<file path="src/rtl/fifo_irq_pkg.sv">
package fifo_irq_pkg;

  // Clear-strobe bit positions
  localparam int unsigned IDX_FMT = 0;
  localparam int unsigned IDX_RX  = 1;
  localparam int unsigned IDX_TX  = 2;
  localparam int unsigned IDX_ACQ = 3;
  localparam int unsigned NUM_FIFO = 4;

  // Receive watermark table; unused codes fall back to the top entry
  function automatic int unsigned rx_mark(input logic [2:0] code);
    case (code)
      3'd0:    return 1;
      3'd1:    return 4;
      3'd2:    return 8;
      3'd3:    return 16;
      default: return 30;
    endcase
  endfunction

  // Command watermark table
  function automatic int unsigned fmt_mark(input logic [1:0] code);
    case (code)
      2'd0:    return 1;
      2'd1:    return 4;
      2'd2:    return 8;
      default: return 16;
    endcase
  endfunction

endpackage

</file>
<file path="src/rtl/fiq_rst_sync.sv">
module fiq_rst_sync (
  input  logic clk_i,
  input  logic rst_ni,
  output logic rst_no
);
  logic [1:0] sync_q;

  always_ff @(posedge clk_i or negedge rst_ni) begin
    if (!rst_ni) sync_q <= 2'b00;
    else         sync_q <= {sync_q[0], 1'b1};
  end

  assign rst_no = sync_q[1];
endmodule

</file>
<file path="src/rtl/fiq_thresh.sv">
module fiq_thresh #(
  parameter int unsigned LW    = 7,
  parameter bit          ABOVE = 1'b1
) (
  input  logic          clk_i,
  input  logic          rst_ni,
  input  logic [LW-1:0] lvl_i,
  input  logic [LW-1:0] mark_i,
  output logic          cond_o,
  output logic          evt_o
);
  // Condition value for an empty FIFO, used as the reset state
  localparam bit RST_COND = ABOVE ? 1'b0 : 1'b1;

  logic cond_d, cond_q;
  logic evt_d, evt_q;

  generate
    if (ABOVE) begin : g_above
      assign cond_d = (lvl_i > mark_i);
    end else begin : g_below
      assign cond_d = (lvl_i < mark_i);
    end
  endgenerate

  always_comb begin
    evt_d = cond_d & ~cond_q;
  end

  always_ff @(posedge clk_i or negedge rst_ni) begin
    if (!rst_ni) begin
      cond_q <= RST_COND;
      evt_q  <= 1'b0;
    end else begin
      cond_q <= cond_d;
      evt_q  <= evt_d;
    end
  end

  assign cond_o = cond_q;
  assign evt_o  = evt_q;
endmodule

</file>
<file path="src/rtl/fiq_ovf.sv">
module fiq_ovf #(
  parameter int unsigned N     = 3,
  parameter int unsigned DEPTH = 64,
  parameter int unsigned LW    = 7
) (
  input  logic                  clk_i,
  input  logic                  rst_ni,
  input  logic [N-1:0][LW-1:0]  lvl_i,
  input  logic [N-1:0]          wr_i,
  output logic [N-1:0]          ovf_o
);
  localparam logic [LW-1:0] FULL = LW'(DEPTH);

  logic [N-1:0] ovf_d, ovf_q;

  for (genvar i = 0; i < N; i++) begin : g_ch
    assign ovf_d[i] = wr_i[i] & (lvl_i[i] == FULL);
  end

  always_ff @(posedge clk_i or negedge rst_ni) begin
    if (!rst_ni) ovf_q <= '0;
    else         ovf_q <= ovf_d;
  end

  assign ovf_o = ovf_q;
endmodule

</file>
<file path="src/rtl/fifo_irq_gen.sv">
module fifo_irq_gen
  import fifo_irq_pkg::*;
#(
  parameter int unsigned DEPTH = 64,
  parameter int unsigned LW    = $clog2(DEPTH + 1)
) (
  input  logic          clk_i,
  input  logic          rst_ni,
  input  logic [LW-1:0] fmt_lvl_i,
  input  logic [LW-1:0] rx_lvl_i,
  input  logic [LW-1:0] tx_lvl_i,
  input  logic [LW-1:0] acq_lvl_i,
  input  logic          fmt_wr_i,
  input  logic          rx_wr_i,
  input  logic          tx_wr_i,
  input  logic [2:0]    rx_thr_code_i,
  input  logic [1:0]    fmt_thr_code_i,
  input  logic          clr_wr_i,
  input  logic [3:0]    clr_bits_i,
  output logic          rx_above_o,
  output logic          fmt_below_o,
  output logic          rx_thr_evt_o,
  output logic          fmt_thr_evt_o,
  output logic          fmt_ovf_evt_o,
  output logic          rx_ovf_evt_o,
  output logic          tx_ovf_evt_o,
  output logic          acq_full_o,
  output logic [3:0]    clr_o
);
  localparam logic [LW-1:0] FULL = LW'(DEPTH);
  localparam int unsigned   NOVF = 3;

  logic rst_n_q;

  fiq_rst_sync u_rst (
    .clk_i  (clk_i),
    .rst_ni (rst_ni),
    .rst_no (rst_n_q)
  );

  // Watermark decode
  logic [LW-1:0] rx_mark_w, fmt_mark_w;
  assign rx_mark_w  = LW'(rx_mark(rx_thr_code_i));
  assign fmt_mark_w = LW'(fmt_mark(fmt_thr_code_i));

  fiq_thresh #(.LW(LW), .ABOVE(1'b1)) u_rx_thr (
    .clk_i  (clk_i),
    .rst_ni (rst_n_q),
    .lvl_i  (rx_lvl_i),
    .mark_i (rx_mark_w),
    .cond_o (rx_above_o),
    .evt_o  (rx_thr_evt_o)
  );

  fiq_thresh #(.LW(LW), .ABOVE(1'b0)) u_fmt_thr (
    .clk_i  (clk_i),
    .rst_ni (rst_n_q),
    .lvl_i  (fmt_lvl_i),
    .mark_i (fmt_mark_w),
    .cond_o (fmt_below_o),
    .evt_o  (fmt_thr_evt_o)
  );

  // Lost-write detection on command, receive and transmit queues
  logic [NOVF-1:0][LW-1:0] ovf_lvl;
  logic [NOVF-1:0]         ovf_wr;
  logic [NOVF-1:0]         ovf_evt;

  assign ovf_lvl = {tx_lvl_i, rx_lvl_i, fmt_lvl_i};
  assign ovf_wr  = {tx_wr_i, rx_wr_i, fmt_wr_i};

  fiq_ovf #(.N(NOVF), .DEPTH(DEPTH), .LW(LW)) u_ovf (
    .clk_i  (clk_i),
    .rst_ni (rst_n_q),
    .lvl_i  (ovf_lvl),
    .wr_i   (ovf_wr),
    .ovf_o  (ovf_evt)
  );

  assign fmt_ovf_evt_o = ovf_evt[IDX_FMT];
  assign rx_ovf_evt_o  = ovf_evt[IDX_RX];
  assign tx_ovf_evt_o  = ovf_evt[IDX_TX];

  // Acquire-full level and clear strobes
  logic                acq_full_d, acq_full_q;
  logic [NUM_FIFO-1:0] clr_d, clr_q;

  always_comb begin
    acq_full_d = (acq_lvl_i == FULL);
    clr_d      = clr_wr_i ? clr_bits_i : '0;
  end

  always_ff @(posedge clk_i or negedge rst_n_q) begin
    if (!rst_n_q) begin
      acq_full_q <= 1'b0;
      clr_q      <= '0;
    end else begin
      acq_full_q <= acq_full_d;
      clr_q      <= clr_d;
    end
  end

  assign acq_full_o = acq_full_q;
  assign clr_o      = clr_q;
endmodule

</file>
<file path="config.mk">
export PLATFORM = sky130hd
export DESIGN_NAME = fifo_irq_gen
export DESIGN_NICKNAME = d
export VERILOG_FILES = /design/src/rtl/fifo_irq_pkg.sv /design/src/rtl/fiq_rst_sync.sv /design/src/rtl/fiq_thresh.sv /design/src/rtl/fiq_ovf.sv /design/src/rtl/fifo_irq_gen.sv
export SDC_FILE = /design/constraint.sdc
export NUM_CORES = 1
export LEC_CHECK = 0
export BUFFER_PORTS_ARGS = -buffer_cell sky130_fd_sc_hd__buf_4
export CORE_ASPECT_RATIO = 0.9
export CORE_MARGIN = 1
export CORE_UTILIZATION = 38
export CTS_CLUSTER_DIAMETER = 40
export DETAILED_ROUTE_END_ITERATION = 10
export GPL_TIMING_DRIVEN = 0
export PLACE_DENSITY_LB_ADDON = 0.1
export REMOVE_ABC_BUFFERS = 1
export SYNTH_ARGS = -nofsm -noshare
export SYNTH_HDL_FRONTEND = slang
export SYNTH_SLANG_ARGS = --single-unit
</file>
<file path="constraint.sdc">
create_clock -name clk_i -period 0.88 [get_ports clk_i]
set_clock_uncertainty 0.2 [all_clocks]
set_input_delay 0.132 -clock clk_i [delete_from_list [all_inputs] [get_ports clk_i]]
set_output_delay 0.132 -clock clk_i [all_outputs]
set_load 0.1 [all_outputs]
</file>
==> summary by stage, run 1 <==
Drt
The count of nets left with antenna violations after detail routing is 0. The number of iterations in the first detailed-routing pass is 4. The violation count after the first detailed-route iteration is 9. Summed over all layers, the routed wires come to ~2.4 mm.

The count of vias placed by the detailed router is 773. The total DRC errors in the routed layout is 0. The average wire length per cell after detail routing is approximately 16 microns. In the routed layout, each cell is associated on average with a via count of just over 5.

Place
The sum of net half-perimeters after detailed placement is 1.430 mm. After detailed placement, the total cell area comes to 0.001161 sq mm. After detailed placement, the design holds a cell count of approximately 140.

The final weighted congestion in routability-driven placement is ~0.77. The number of port buffers is 54.

Floorplan
The initialized floorplan defines 14 standard-cell rows. The die width is 48.07 microns. The floorplan step defined a die boundary enclosing 0.002089 sq mm.

The die is 43.46 microns tall. For this configuration, the core starts out at a cell density of 0.4185. The core area is ~0.0017 sq mm.

The I/O pin count is 55.

Layout
At the end of the flow the core is filled with cells to 0.8694. The count of inserted antenna diode cells is 0. The finished layout holds 152 standard cells, fillers aside. The number of nets in the final layout is 180. After routing the design area is roughly 0.0015 sq mm.

The area growth from synthesis to layout is 107.8%. The share of layout cells above drive strength 1 is 0.6406.

Global route
The number of antenna violations at the first check in global routing came to 0. In the global route stage, overall resource usage came out at 0.2269. The first-pass GRT wire length is 3.229 mm. Global routing finished with a remaining overflow of 0. The via count of the first global-routing pass is ~800. Entering global routing, the biggest net connects 13 pins.

STA
For the final routed database, the setup TNS stands at -5705 ps. Final hold analysis gives a worst-case slack of -213.0 ps. In the finished design, the share of the clock period the worst path needs comes to 1.692.

The number of max-slew violations in the final report is 0. The count of endpoints failing setup in the final report is 18. The minimum clock period after layout is 1489 ps. The number of hold-slack violations in the final timing report came to 13.

In the post-route analysis, the smallest setup slack over all paths is -608.6 ps. The highest achievable clock rate is roughly 0.67 GHz. Setup repair after global routing could not meet its margin everywhere.

Clock network
The number of buffers inserted during clock tree synthesis is 3. The count of clock tree sinks is 14. TritonCTS built the clock tree. The post-cts hold buffer count is 1. Clock-pin slew was measured on the worst setup and hold paths at around 80 ps.

The count of H-tree levels built during CTS is 1. The tree is rooted in a sky130_fd_sc_hd__clkbuf_4. The clock latency reported for the late side of the worst-skew pair is slightly below 300 ps. The deepest clock path buffer count is 2.

Worst hold path
The class of the tightest hold or removal check is in2reg. The worst min-delay path startpoint is tx_lvl_i[5]. The worst hold path depth is 2.

Synth
Of the total synthesized cell area, the portion taken by XOR and XNOR cells is 0. The synthesized-area fraction occupied by ao, oa, aoi and oai cells is 0.1431. The dominant combinational cell family by area after synthesis is simple AND/OR/NAND/NOR gates.

The share of the Yosys chip area taken by registers is 0.4845. The number of distinct library cells after synthesis is 26. The portion of netlist area occupied by mux cells is 0.

The arithmetic-cell share of the synthesized area counting full adders, half adders and majority gates is 0.1379. The mapped netlist covers 725.7 sq um. Synthesis handed over a netlist of between 60 and 70 instances.

During synthesis, Yosys emitted a total of 0 warnings. Averaged over all synthesized cells, the footprint is about 12 sq um. The total of flip-flops plus latches after synthesis is 14. Of the total synthesized cell area, the portion taken by AND, OR, NAND and NOR gates is 0.2138.

Critical path
Data on the critical path is required at its endpoint by about 880 ps. In this run the critical register-to-register path is captured at u_rx_thr.evt_o$_DFF_PN0_. The critical path class is in2reg. The critical path startpoint category is a primary input. The critical path capture point is u_rx_thr.evt_o$_DFF_PN0_.

STA classifies the critical path endpoint as a flip-flop. At the worst endpoint, the arrival time is 1490 ps. The source of the critical timing path is rx_thr_code_i[0]. Of all nets on the critical path, the largest fanout is 3.

Across all register-to-register paths, the minimum setup slack is -140 ps. The launching point of the worst reg2reg path is u_rx_thr.cond_o$_DFF_PN0_. The path depth of the worst reg2reg path is 2.

Power
Power spread over the standard cell area amounts to 1205 mW/mm^2. The worst-case IR drop observed on VDD is 1139 uV. The leakage power is roughly 0.71 nW.

After layout, the design draws a total of approximately 1.8 mW.

Outcome
The final reports fail on hold timing, setup timing. The run finished, with violations left.

Job
The max-capacitance violation count is 0.
## stage by stage
step / setup slack, ps / hold WS [ps]
finish: -608.6 / -213.0
global route: -666.3 / -225.9
CTS: -514.6 / -207.7
detailed placement: -887.0 / -281.8
global placement: -868.7 / -283.6
floorplan: -707.9 / -363.6
## cells by family after synthesis
family / count (synthesis)
AO/OA/AOI/OAI: 12
flip-flops: 14
adder cells (fa/ha/maj): 8
other: 1
buffers and inverters: 3
AND/OR/NAND/NOR: 25
## repair_timing
| item | CTS | global route |
|---|---|---|
| pin swaps | 11 | 6 |
| buffers inserted | 4 | 2 |
| endpoints found under the hold margin | 14 | 13 |
| endpoints found under the setup margin | 18 | 18 |
| gates resized for setup | 42 | 14 |
## worst min path at each step
| stage | to | slack (ps) |
|---|---|---|
| 2_1_floorplan | u_rst.sync_q[0]$_DFF_PN0_ | -360 |
| 3_3_place_gp | u_rst.sync_q[0]$_DFF_PN0_ | -280 |
| 3_5_place_dp | u_rst.sync_q[0]$_DFF_PN0_ | -280 |
| 4_1_cts | u_ovf.ovf_o[2]$_DFF_PN0_ | -210 |
| 5_1_grt | u_ovf.ovf_o[2]$_DFF_PN0_ | -230 |
| 6_report | u_ovf.ovf_o[2]$_DFF_PN0_ | -210 |
## cell usage in the layout (no fill, tap or decap), drive strengths merged, types with 2 or more instances in the layout
cell type / count
buf: 60
dfrtp: 13
ha: 8
and2: 4
nand2: 4
clkbuf: 4
a21oi: 4
nor4: 4
inv: 3
nand2b: 3
nor2: 2
a2111o: 2
or4: 2
## state kept, by name, summed over array words and instances, names as in the netlist
name / cells
acq_full_o: 1
clr_o: 4
u_fmt_thr.cond_o: 1
u_fmt_thr.evt_o: 1
u_ovf.ovf_o: 3
u_rst.sync_q: 2
u_rx_thr.cond_o: 1
u_rx_thr.evt_o: 1
## final cells by class
type	count	area, sq um
Clock buffer	4	36.28
Fill cell	78	226.5
Inverter	3	11.26
Multi-Input combinational cell	46	465.4
Sequential cell	14	351.6
Tap cell	24	30.03
Timing Repair Buffer	61	613.1
## synth_stat cells
master                      instances  share of area
sky130_fd_sc_hd__dfrtp_1           13           0.45
sky130_fd_sc_hd__ha_1               8           0.14
sky130_fd_sc_hd__a21oi_1            4          0.028
sky130_fd_sc_hd__and2_1             4          0.034
sky130_fd_sc_hd__nand2_1            4          0.021
sky130_fd_sc_hd__inv_1              3          0.016
sky130_fd_sc_hd__nand2b_1           3          0.026
sky130_fd_sc_hd__nor4_1             3          0.026
sky130_fd_sc_hd__a2111o_1           2          0.031
sky130_fd_sc_hd__nor2_1             2          0.010
sky130_fd_sc_hd__or4_1              2          0.021
sky130_fd_sc_hd__a2111oi_1          1          0.014
sky130_fd_sc_hd__a211oi_2           1          0.017
sky130_fd_sc_hd__a311oi_1           1          0.012
sky130_fd_sc_hd__a31oi_1            1         0.0086
sky130_fd_sc_hd__and3_1             1         0.0086
sky130_fd_sc_hd__and4b_1            1          0.014
sky130_fd_sc_hd__conb_1             1         0.0052
sky130_fd_sc_hd__dfstp_2            1          0.036
sky130_fd_sc_hd__nand3_1            1         0.0069
sky130_fd_sc_hd__nand3b_1           1          0.010
sky130_fd_sc_hd__nor3_1             1         0.0069
sky130_fd_sc_hd__nor4_2             1          0.017
sky130_fd_sc_hd__nor4b_1            1          0.012
sky130_fd_sc_hd__o21a_1             1          0.010
sky130_fd_sc_hd__o41ai_2            1          0.022
## worst max-delay path: stages
cell                       delay (ps)
sky130_fd_sc_hd__buf_6            100
sky130_fd_sc_hd__a21oi_1          210
sky130_fd_sc_hd__ha_1             240
sky130_fd_sc_hd__nand2_1          120
sky130_fd_sc_hd__a2111o_1         430
sky130_fd_sc_hd__a211oi_2         260
## power by group
| group | switching [mW] | total [mW] | internal (mW) |
|---|---|---|---|
| combinational | 0.332 | 0.647 | 0.315 |
| clock | 0.217 | 0.470 | 0.252 |
| sequential | 0.0297 | 0.701 | 0.671 |
## per-layer routing
layer	global-route usage	vias up	routed length, microns
li1	-	367	-
met1	0.2326	362	863
met2	0.4270	37	1362
met3	0.06250	7	151
met4	0.06667	0	72
met5	0	-	0
Note: power is estimated with default switching activity, not from simulation.
==> run 2, diff against run 1 <==
==> constraint.sdc (replaced) <==
create_clock -name clk_i -period 0.88 [get_ports clk_i]
set_clock_uncertainty 0.2 [all_clocks]
set_input_delay 0.132 -clock clk_i [delete_from_list [all_inputs] [get_ports clk_i]]
set_output_delay 0.132 -clock clk_i [all_outputs]
set_load 0.005 [all_outputs]
==> summary by stage, run 2 (synthesis results as in run 1) <==
Critical path
The element type at the critical path end is a flip-flop (unchanged). The critical path class is in2reg (unchanged). The data required time at the worst endpoint is 890 ps (was 880 ps). The critical register-to-register path endpoint is u_rx_thr.evt_o$_DFF_PN0_ (unchanged). The launching point of the worst reg2reg path is u_rx_thr.cond_o$_DFF_PN0_ (unchanged). The critical path arrival came to 1410 ps (was 1490 ps). The largest fanout on the critical path came to 3 (unchanged). The reg2reg setup slack came to -190 ps (was -140 ps).

The critical path startpoint category is a primary input (unchanged). The path depth of the worst reg2reg path is 3 (was 2).

Global route
The total global routing track utilization is 0.2160 (was 0.2269). The first-pass GRT wire length was 3.070 mm (was 3.229 mm). The remaining global-route overflow is 0 (unchanged). The via count of the first global-routing pass was 753 (was 802). The pin count of the biggest net entering global routing is 13 (unchanged). The number of antenna violations at the first check in global routing is 0 (unchanged).

Place
The number of port buffers is 54 (unchanged). The pre-CTS setup slack is -887.0 ps (unchanged). The number of placed instances, taps included was 141 (unchanged). The cell area reported after detailed placement came to 0.001161 sq mm (unchanged).

The sum of net half-perimeters after detailed placement is 1.430 mm (unchanged). The final weighted congestion in routability-driven placement was 0.7656 (unchanged).

Layout
Commonest cells after routing, fill and taps aside: sky130_fd_sc_hd__buf_4, sky130_fd_sc_hd__buf_6, sky130_fd_sc_hd__dfrtp_1 (was sky130_fd_sc_hd__buf_4, sky130_fd_sc_hd__dfrtp_1, sky130_fd_sc_hd__buf_8). The number of nets in the final layout was 180 (unchanged). The area of combinational cells with multiple inputs is 456.7 sq um (was 465.4 sq um). The post-route cell area is 0.001431 sq mm (was 0.001508 sq mm).

The flip-flop count of the largest register after layout is 4 (unchanged). The number of fillers in the final layout came to 96 (was 78). The final core utilization came to 0.8254 (was 0.8694). The commonest non-fill, non-tap cell in the layout is sky130_fd_sc_hd__buf_4 (unchanged). The number of cells in the finished layout apart from fillers is 152 (unchanged). The area added between synthesis and finish is 97.24% (was 107.8%). The share of layout cells above drive strength 1 is 0.6406 (unchanged). The count of inserted antenna diode cells is 0 (unchanged). The combined flip-flop and latch cell area is 351.6 sq um (unchanged).

Floorplan
The area enclosed by the die boundary is 0.002089 sq mm (unchanged). The I/O pin count was 55 (unchanged). The chip height is 43.46 microns (unchanged). The starting density of the core is 0.4185 (unchanged). The core area is 0.001734 sq mm (unchanged). The die width is 48.07 microns (unchanged). The number of rows in the core area came to 14 (unchanged).

STA
Unrepaired setup endpoints after global routing: true (unchanged). The final worst slack is -519.0 ps (was -608.6 ps). The number of max-slew violations in the final report is 0 (unchanged). The minimum clock period after layout is 1399 ps (was 1489 ps). The tightest hold margin was -210.2 ps (was -213.0 ps). The number of hold-slack violations in the final timing report came to 19 (was 13).

The highest achievable clock rate is 0.7148 GHz (was 0.6718 GHz). The final critical-path share of the clock period was 1.590 (was 1.692). The count of endpoints failing setup in the final report is 18 (unchanged).

Job
The max-capacitance violation count was 0 (unchanged).

Outcome
Status: complete, but fails checks (unchanged). Violations in the final reports: hold timing, setup timing (unchanged).

Clock network
The number of buffers inserted during clock tree synthesis is 3 (unchanged). The clock latency reported for the late side of the worst-skew pair is 280 ps (was 290 ps). The post-cts hold buffer count is 1 (unchanged).

The TritonCTS clock tree is yes (unchanged). The count of clock tree sinks came to 14 (unchanged). The register clock-pin slew on the reported worst setup and hold paths is 80 ps (about the same). The count of H-tree levels built during CTS came to 1 (unchanged). The deepest clock path buffer count is 2 (unchanged). The library cell used as clock root buffer was sky130_fd_sc_hd__clkbuf_4 (unchanged).

Power
The maximum resistive drop on vdd was 1011 uV (was 1139 uV). The leakage power is 0.6907 nW (was 0.7148 nW). The power per cell area came to 1113 mW/mm^2 (was 1205 mW/mm^2). The power after layout is 1.593 mW (was 1.817 mW).

Drt
The count of nets left with antenna violations after detail routing is 0 (unchanged). The violation count after the first detailed-route iteration is 6 (was 9). The number of iterations in the first detailed-routing pass is 4 (unchanged). The wire length reported by the detailed router is 2.012 mm (was 2.448 mm).

The average wire length per cell after detail routing is 13.24 microns (was 16.11 microns). The average vias per placed instance is 4.961 (was 5.086). The total DRC errors in the routed layout came to 0 (unchanged). The highest signal layer in the routed design was met4 (unchanged). The total length of routed met3 wires is 110 microns (was 151 microns).

The detailed-routed wire length on met2 was 1.109 mm (was 1.362 mm). The count of vias placed by the detailed router is 754 (was 773). The met1 wire length is 772 microns (was 863 microns).

Worst hold path
The worst min-delay path startpoint was tx_lvl_i[5] (unchanged). The class of the tightest hold or removal check is in2reg (unchanged). The worst hold path depth is 2 (unchanged). The endpoint of the worst hold-timing path is u_ovf.ovf_o[2]$_DFF_PN0_ (unchanged).
## run 2: cell count changes in the layout (fill, tap and decap cells not counted)
cell	previous run	this run
sky130_fd_sc_hd__buf_6	2	14
sky130_fd_sc_hd__buf_8	11	4
sky130_fd_sc_hd__buf_12	5	0
sky130_fd_sc_hd__inv_2	1	0
sky130_fd_sc_hd__inv_4	0	1
sky130_fd_sc_hd__nor4_2	2	3
sky130_fd_sc_hd__nor4_4	1	0
## run 2: final cells by class
| type | count | share of cell area |
|---|---|---|
| multi-input combinational | 46 | 0.3191 |
| timing repair buffer | 61 | 0.3794 |
| inverter | 3 | 0.009615 |
| clock buffer | 4 | 0.02535 |
| sequential | 14 | 0.2456 |
| tap | 24 | 0.02098 |
## run 2: report_power, final
group          leakage (nW)  switching, mW  internal, mW
registers             0.178         0.0232         0.671
logic                 0.492          0.157         0.283
clock network        0.0210          0.207         0.252
total                 0.691          0.387          1.21
## run 2: worst max-delay path by stage
stage                     start                       end  slack [ps]
6_report       rx_thr_code_i[0]  u_rx_thr.evt_o$_DFF_PN0_        -520
5_1_grt        rx_thr_code_i[0]  u_rx_thr.evt_o$_DFF_PN0_        -550
4_1_cts        rx_thr_code_i[0]  u_rx_thr.evt_o$_DFF_PN0_        -510
3_5_place_dp   rx_thr_code_i[1]  u_rx_thr.evt_o$_DFF_PN0_        -890
3_3_place_gp   rx_thr_code_i[1]  u_rx_thr.evt_o$_DFF_PN0_        -870
2_1_floorplan  rx_thr_code_i[0]  u_rx_thr.evt_o$_DFF_PN0_        -700
## run 2: timing repair
action | CTS | global route
endpoints found under the hold margin | 14 | 14
setup buffers | 4 | 2
resized for setup | 30 | 9
setup endpoints to repair | 18 | 18
pin swaps | 11 | 4
## run 2: through the flow
stage	hold slack [ps]	setup TNS, ps
floorplan	-363.6	-2624
global placement	-283.6	-3849
detailed placement	-281.8	-4045
CTS	-207.7	-4442
global route	-222.2	-4969
finish	-210.2	-4394
## run 2: critical path, stage by stage
cell and delay [ps]:
sky130_fd_sc_hd__buf_8 80, sky130_fd_sc_hd__inv_4 30, sky130_fd_sc_hd__o21a_1 200, sky130_fd_sc_hd__ha_4 280
sky130_fd_sc_hd__a21oi_2 50, sky130_fd_sc_hd__a2111o_1 450, sky130_fd_sc_hd__a211oi_2 190
## run 2: per-layer routing
metal | vias up | GRT usage
met1 | 349 | 0.2219
met3 | 3 | 0.06250
met4 | 0 | 0.06667
met5 | - | 0
met2 | 35 | 0.4027
li1 | 367 | -
==> run 3, diff against run 2 <==
--- a/config.mk
+++ b/config.mk
@@ -8,12 +8,13 @@
 export BUFFER_PORTS_ARGS = -buffer_cell sky130_fd_sc_hd__buf_4
 export CORE_ASPECT_RATIO = 0.9
 export CORE_MARGIN = 1
-export CORE_UTILIZATION = 38
+export CORE_UTILIZATION = 25
 export CTS_CLUSTER_DIAMETER = 40
 export DETAILED_ROUTE_END_ITERATION = 10
 export GPL_TIMING_DRIVEN = 0
 export PLACE_DENSITY_LB_ADDON = 0.1
 export REMOVE_ABC_BUFFERS = 1
+export SETUP_SLACK_MARGIN = 0.1
 export SYNTH_ARGS = -nofsm -noshare
 export SYNTH_HDL_FRONTEND = slang
 export SYNTH_SLANG_ARGS = --single-unit
==> summary by stage, run 3 (synthesis results as in run 1) <==
Critical path
The critical-path cell with the highest stage delay was sky130_fd_sc_hd__a2111o_1 (unchanged). The critical path class is in2reg (unchanged). The source of the critical timing path is rx_thr_code_i[1] (was rx_thr_code_i[0]). The critical register-to-register path endpoint is u_rx_thr.evt_o$_DFF_PN0_ (unchanged). The largest fanout on the critical path is 4 (was 3). The path depth of the worst reg2reg path came to 3 (unchanged). The element type at the critical path end was a flip-flop (unchanged). The critical path arrival is 1410 ps (about the same). The data required time at the worst endpoint came to 870 ps (was 890 ps). The critical path startpoint category was a primary input (unchanged). Chain of cells forming the critical path: buf_8 -> o21a_1 -> ha_4 -> a21oi_2 -> a2111o_1 -> a211oi_2 (was buf_8 -> inv_4 -> o21a_1 -> ha_4 -> a21oi_2 -> a2111o_1 -> a211oi_2).

The launching point of the worst reg2reg path was u_rx_thr.cond_o$_DFF_PN0_ (unchanged). The highest cell delay on the worst timing path is 430 ps (was 450 ps). The reg2reg setup slack is -190 ps (about the same).

STA
The final critical-path share of the clock period came to 1.609 (was 1.590). Unrepaired setup endpoints after global routing: true (unchanged). The final worst slack is -535.5 ps (was -519.0 ps). The highest achievable clock rate came to 0.7065 GHz (was 0.7148 GHz). The minimum clock period after layout is 1415 ps (was 1399 ps). The sum of negative setup slack came to -4361 ps (was -4394 ps). The number of max-slew violations in the final report is 0 (unchanged). The count of endpoints failing setup in the final report is 18 (unchanged).

The number of hold-slack violations in the final timing report is 25 (was 19). The tightest hold margin is -193.7 ps (was -210.2 ps).

Floorplan
The die width is 58.79 microns (was 48.07 microns). The area enclosed by the die boundary is 0.003122 sq mm (was 0.002089 sq mm). The starting density of the core was 0.2641 (was 0.4185). The number of rows in the core area is 18 (was 14). The core area is 0.002748 sq mm (was 0.001734 sq mm). The chip height is 53.11 microns (was 43.46 microns). The I/O pin count is 55 (unchanged).

Global route
The first-pass GRT wire length is 2.718 mm (was 3.070 mm). The total global routing track utilization came to 0.1211 (was 0.2160). The number of antenna violations at the first check in global routing is 0 (unchanged). The pin count of the biggest net entering global routing is 13 (unchanged).

The via count of the first global-routing pass is 662 (was 753). The remaining global-route overflow was 0 (unchanged).

Power
The internal power summed over all cells is 1.206 mW (about the same). The proportion of power drawn by the clock network is 0.288 (about the same). The combinational group share of total power is 0.275 (was 0.276). The maximum resistive drop on vdd is 888.5 uV (was 1011 uV). The power per cell area is 1080 mW/mm^2 (was 1113 mW/mm^2). The proportion of total power due to net switching was 0.2382 (was 0.2427).

The power after layout was 1.583 mW (was 1.593 mW). The proportion of power drawn by flip-flops and latches came to 0.437 (was 0.436). The leakage power is 0.7050 nW (was 0.6907 nW). The switching power summed over all nets was 0.3770 mW (was 0.3867 mW).

Drt
The number of iterations in the first detailed-routing pass came to 2 (was 4). The wire length reported by the detailed router is 1.837 mm (was 2.012 mm). The count of nets left with antenna violations after detail routing is 0 (unchanged).

The average vias per placed instance is 4.420 (was 4.961). The average wire length per cell after detail routing is 10.87 microns (was 13.24 microns). The violation count after the first detailed-route iteration is 6 (unchanged). The count of vias placed by the detailed router is 747 (was 754).

The total DRC errors in the routed layout came to 0 (unchanged).

Layout
The combined flip-flop and latch cell area came to 351.6 sq um (unchanged). The number of fillers in the final layout was 268 (was 96). The area of combinational cells with multiple inputs is 455.4 sq um (was 456.7 sq um). The share of layout cells above drive strength 1 is 0.6279 (was 0.6406). The commonest non-fill, non-tap cell in the layout is sky130_fd_sc_hd__buf_4 (unchanged). The post-route cell area is 0.001465 sq mm (was 0.001431 sq mm). The flip-flop count of the largest register after layout was 4 (unchanged). The final core utilization is 0.5332 (was 0.8254). Commonest cells after routing, fill and taps aside: sky130_fd_sc_hd__buf_4, sky130_fd_sc_hd__buf_6, sky130_fd_sc_hd__dfrtp_1 (unchanged). The area added between synthesis and finish is 101.9% (was 97.24%). The count of inserted antenna diode cells was 0 (unchanged).

The number of nets in the final layout is 181 (was 180).

Place
The number of port buffers is 54 (unchanged). The sum of net half-perimeters after detailed placement is 1.454 mm (was 1.430 mm). The final weighted congestion in routability-driven placement came to 0.7660 (was 0.7656). The cell area reported after detailed placement is 0.001181 sq mm (was 0.001161 sq mm).

Clock network
The count of clock tree sinks is 14 (unchanged). The register clock-pin slew on the reported worst setup and hold paths is 90 ps (was 80 ps). The number of buffers inserted during clock tree synthesis is 3 (unchanged). The library cell used as clock root buffer is sky130_fd_sc_hd__clkbuf_4 (unchanged). The TritonCTS clock tree is yes (unchanged).

The post-cts hold buffer count was 1 (unchanged). The clock latency reported for the late side of the worst-skew pair is 280 ps (about the same). The deepest clock path buffer count came to 2 (unchanged). The count of H-tree levels built during CTS is 1 (unchanged).

Outcome
Violations in the final reports: hold timing, setup timing (unchanged). Status: complete, but fails checks (unchanged).

Worst hold path
The class of the tightest hold or removal check is in2reg (unchanged). The worst min-delay path startpoint is tx_lvl_i[5] (unchanged). The endpoint of the worst hold-timing path is u_ovf.ovf_o[2]$_DFF_PN0_ (unchanged). The worst hold path depth is 2 (unchanged).

Job
The max-capacitance violation count was 0 (unchanged).
## run 3: area by class of cell
| cell class | instances | share of cell area |
|---|---|---|
| Clock buffer | 4 | 0.02477 |
| Inverter | 3 | 0.009394 |
| Multi-Input combinational cell | 46 | 0.3108 |
| Sequential cell | 14 | 0.2400 |
| Tap cell | 40 | 0.03416 |
| Timing Repair Buffer | 62 | 0.3809 |
## run 3: layer usage
metal / track usage / part of all wire
met5: 0 / 0
met4: 0.03571 / 0.0054
met3: 0.06846 / 0.12
met2: 0.1837 / 0.44
met1: 0.1450 / 0.43
## run 3: worst max path at each step
| stage | slack (ps) | endpoint | depth (start not counted) |
|---|---|---|---|
| 2_1_floorplan | -700 | u_rx_thr.evt_o$_DFF_PN0_ | 6 |
| 3_3_place_gp | -870 | u_rx_thr.evt_o$_DFF_PN0_ | 6 |
| 3_5_place_dp | -880 | u_rx_thr.evt_o$_DFF_PN0_ | 6 |
| 4_1_cts | -540 | u_rx_thr.evt_o$_DFF_PN0_ | 7 |
| 5_1_grt | -600 | u_rx_thr.evt_o$_DFF_PN0_ | 6 |
| 6_report | -540 | u_rx_thr.evt_o$_DFF_PN0_ | 6 |
## run 3: critical path: cells and delay by family
family / cells / cell delay, ps
AOI/OAI and AO/OA: 4 / 900
adders and majority gates: 1 / 280
buffers and inverters: 1 / 100
## run 3: stage by stage
stage	std cells	worst slack, ps
final	169	-535.5
after CTS	167	-535.8
after global placement	157	-865.3
after floorplan	63	-698.0
after detailed placement	157	-882.4
after global routing	169	-601.5
## run 3: what timing repair did
item	in CTS	in global routing
pin swaps	11	7
hold endpoints to repair	14	14
gates resized for setup	31	9
buffers inserted	5	2
setup endpoints to repair	19	31
## run 3: power groups by stage
stage	Clock (mW)	Combinational [mW]	Sequential, mW
floorplan	0	0.0998	0.702
global placement	0	0.314	0.702
detailed placement	0	0.321	0.702
CTS	0.474	0.408	0.694
global route	0.511	0.477	0.698
finish	0.455	0.435	0.692
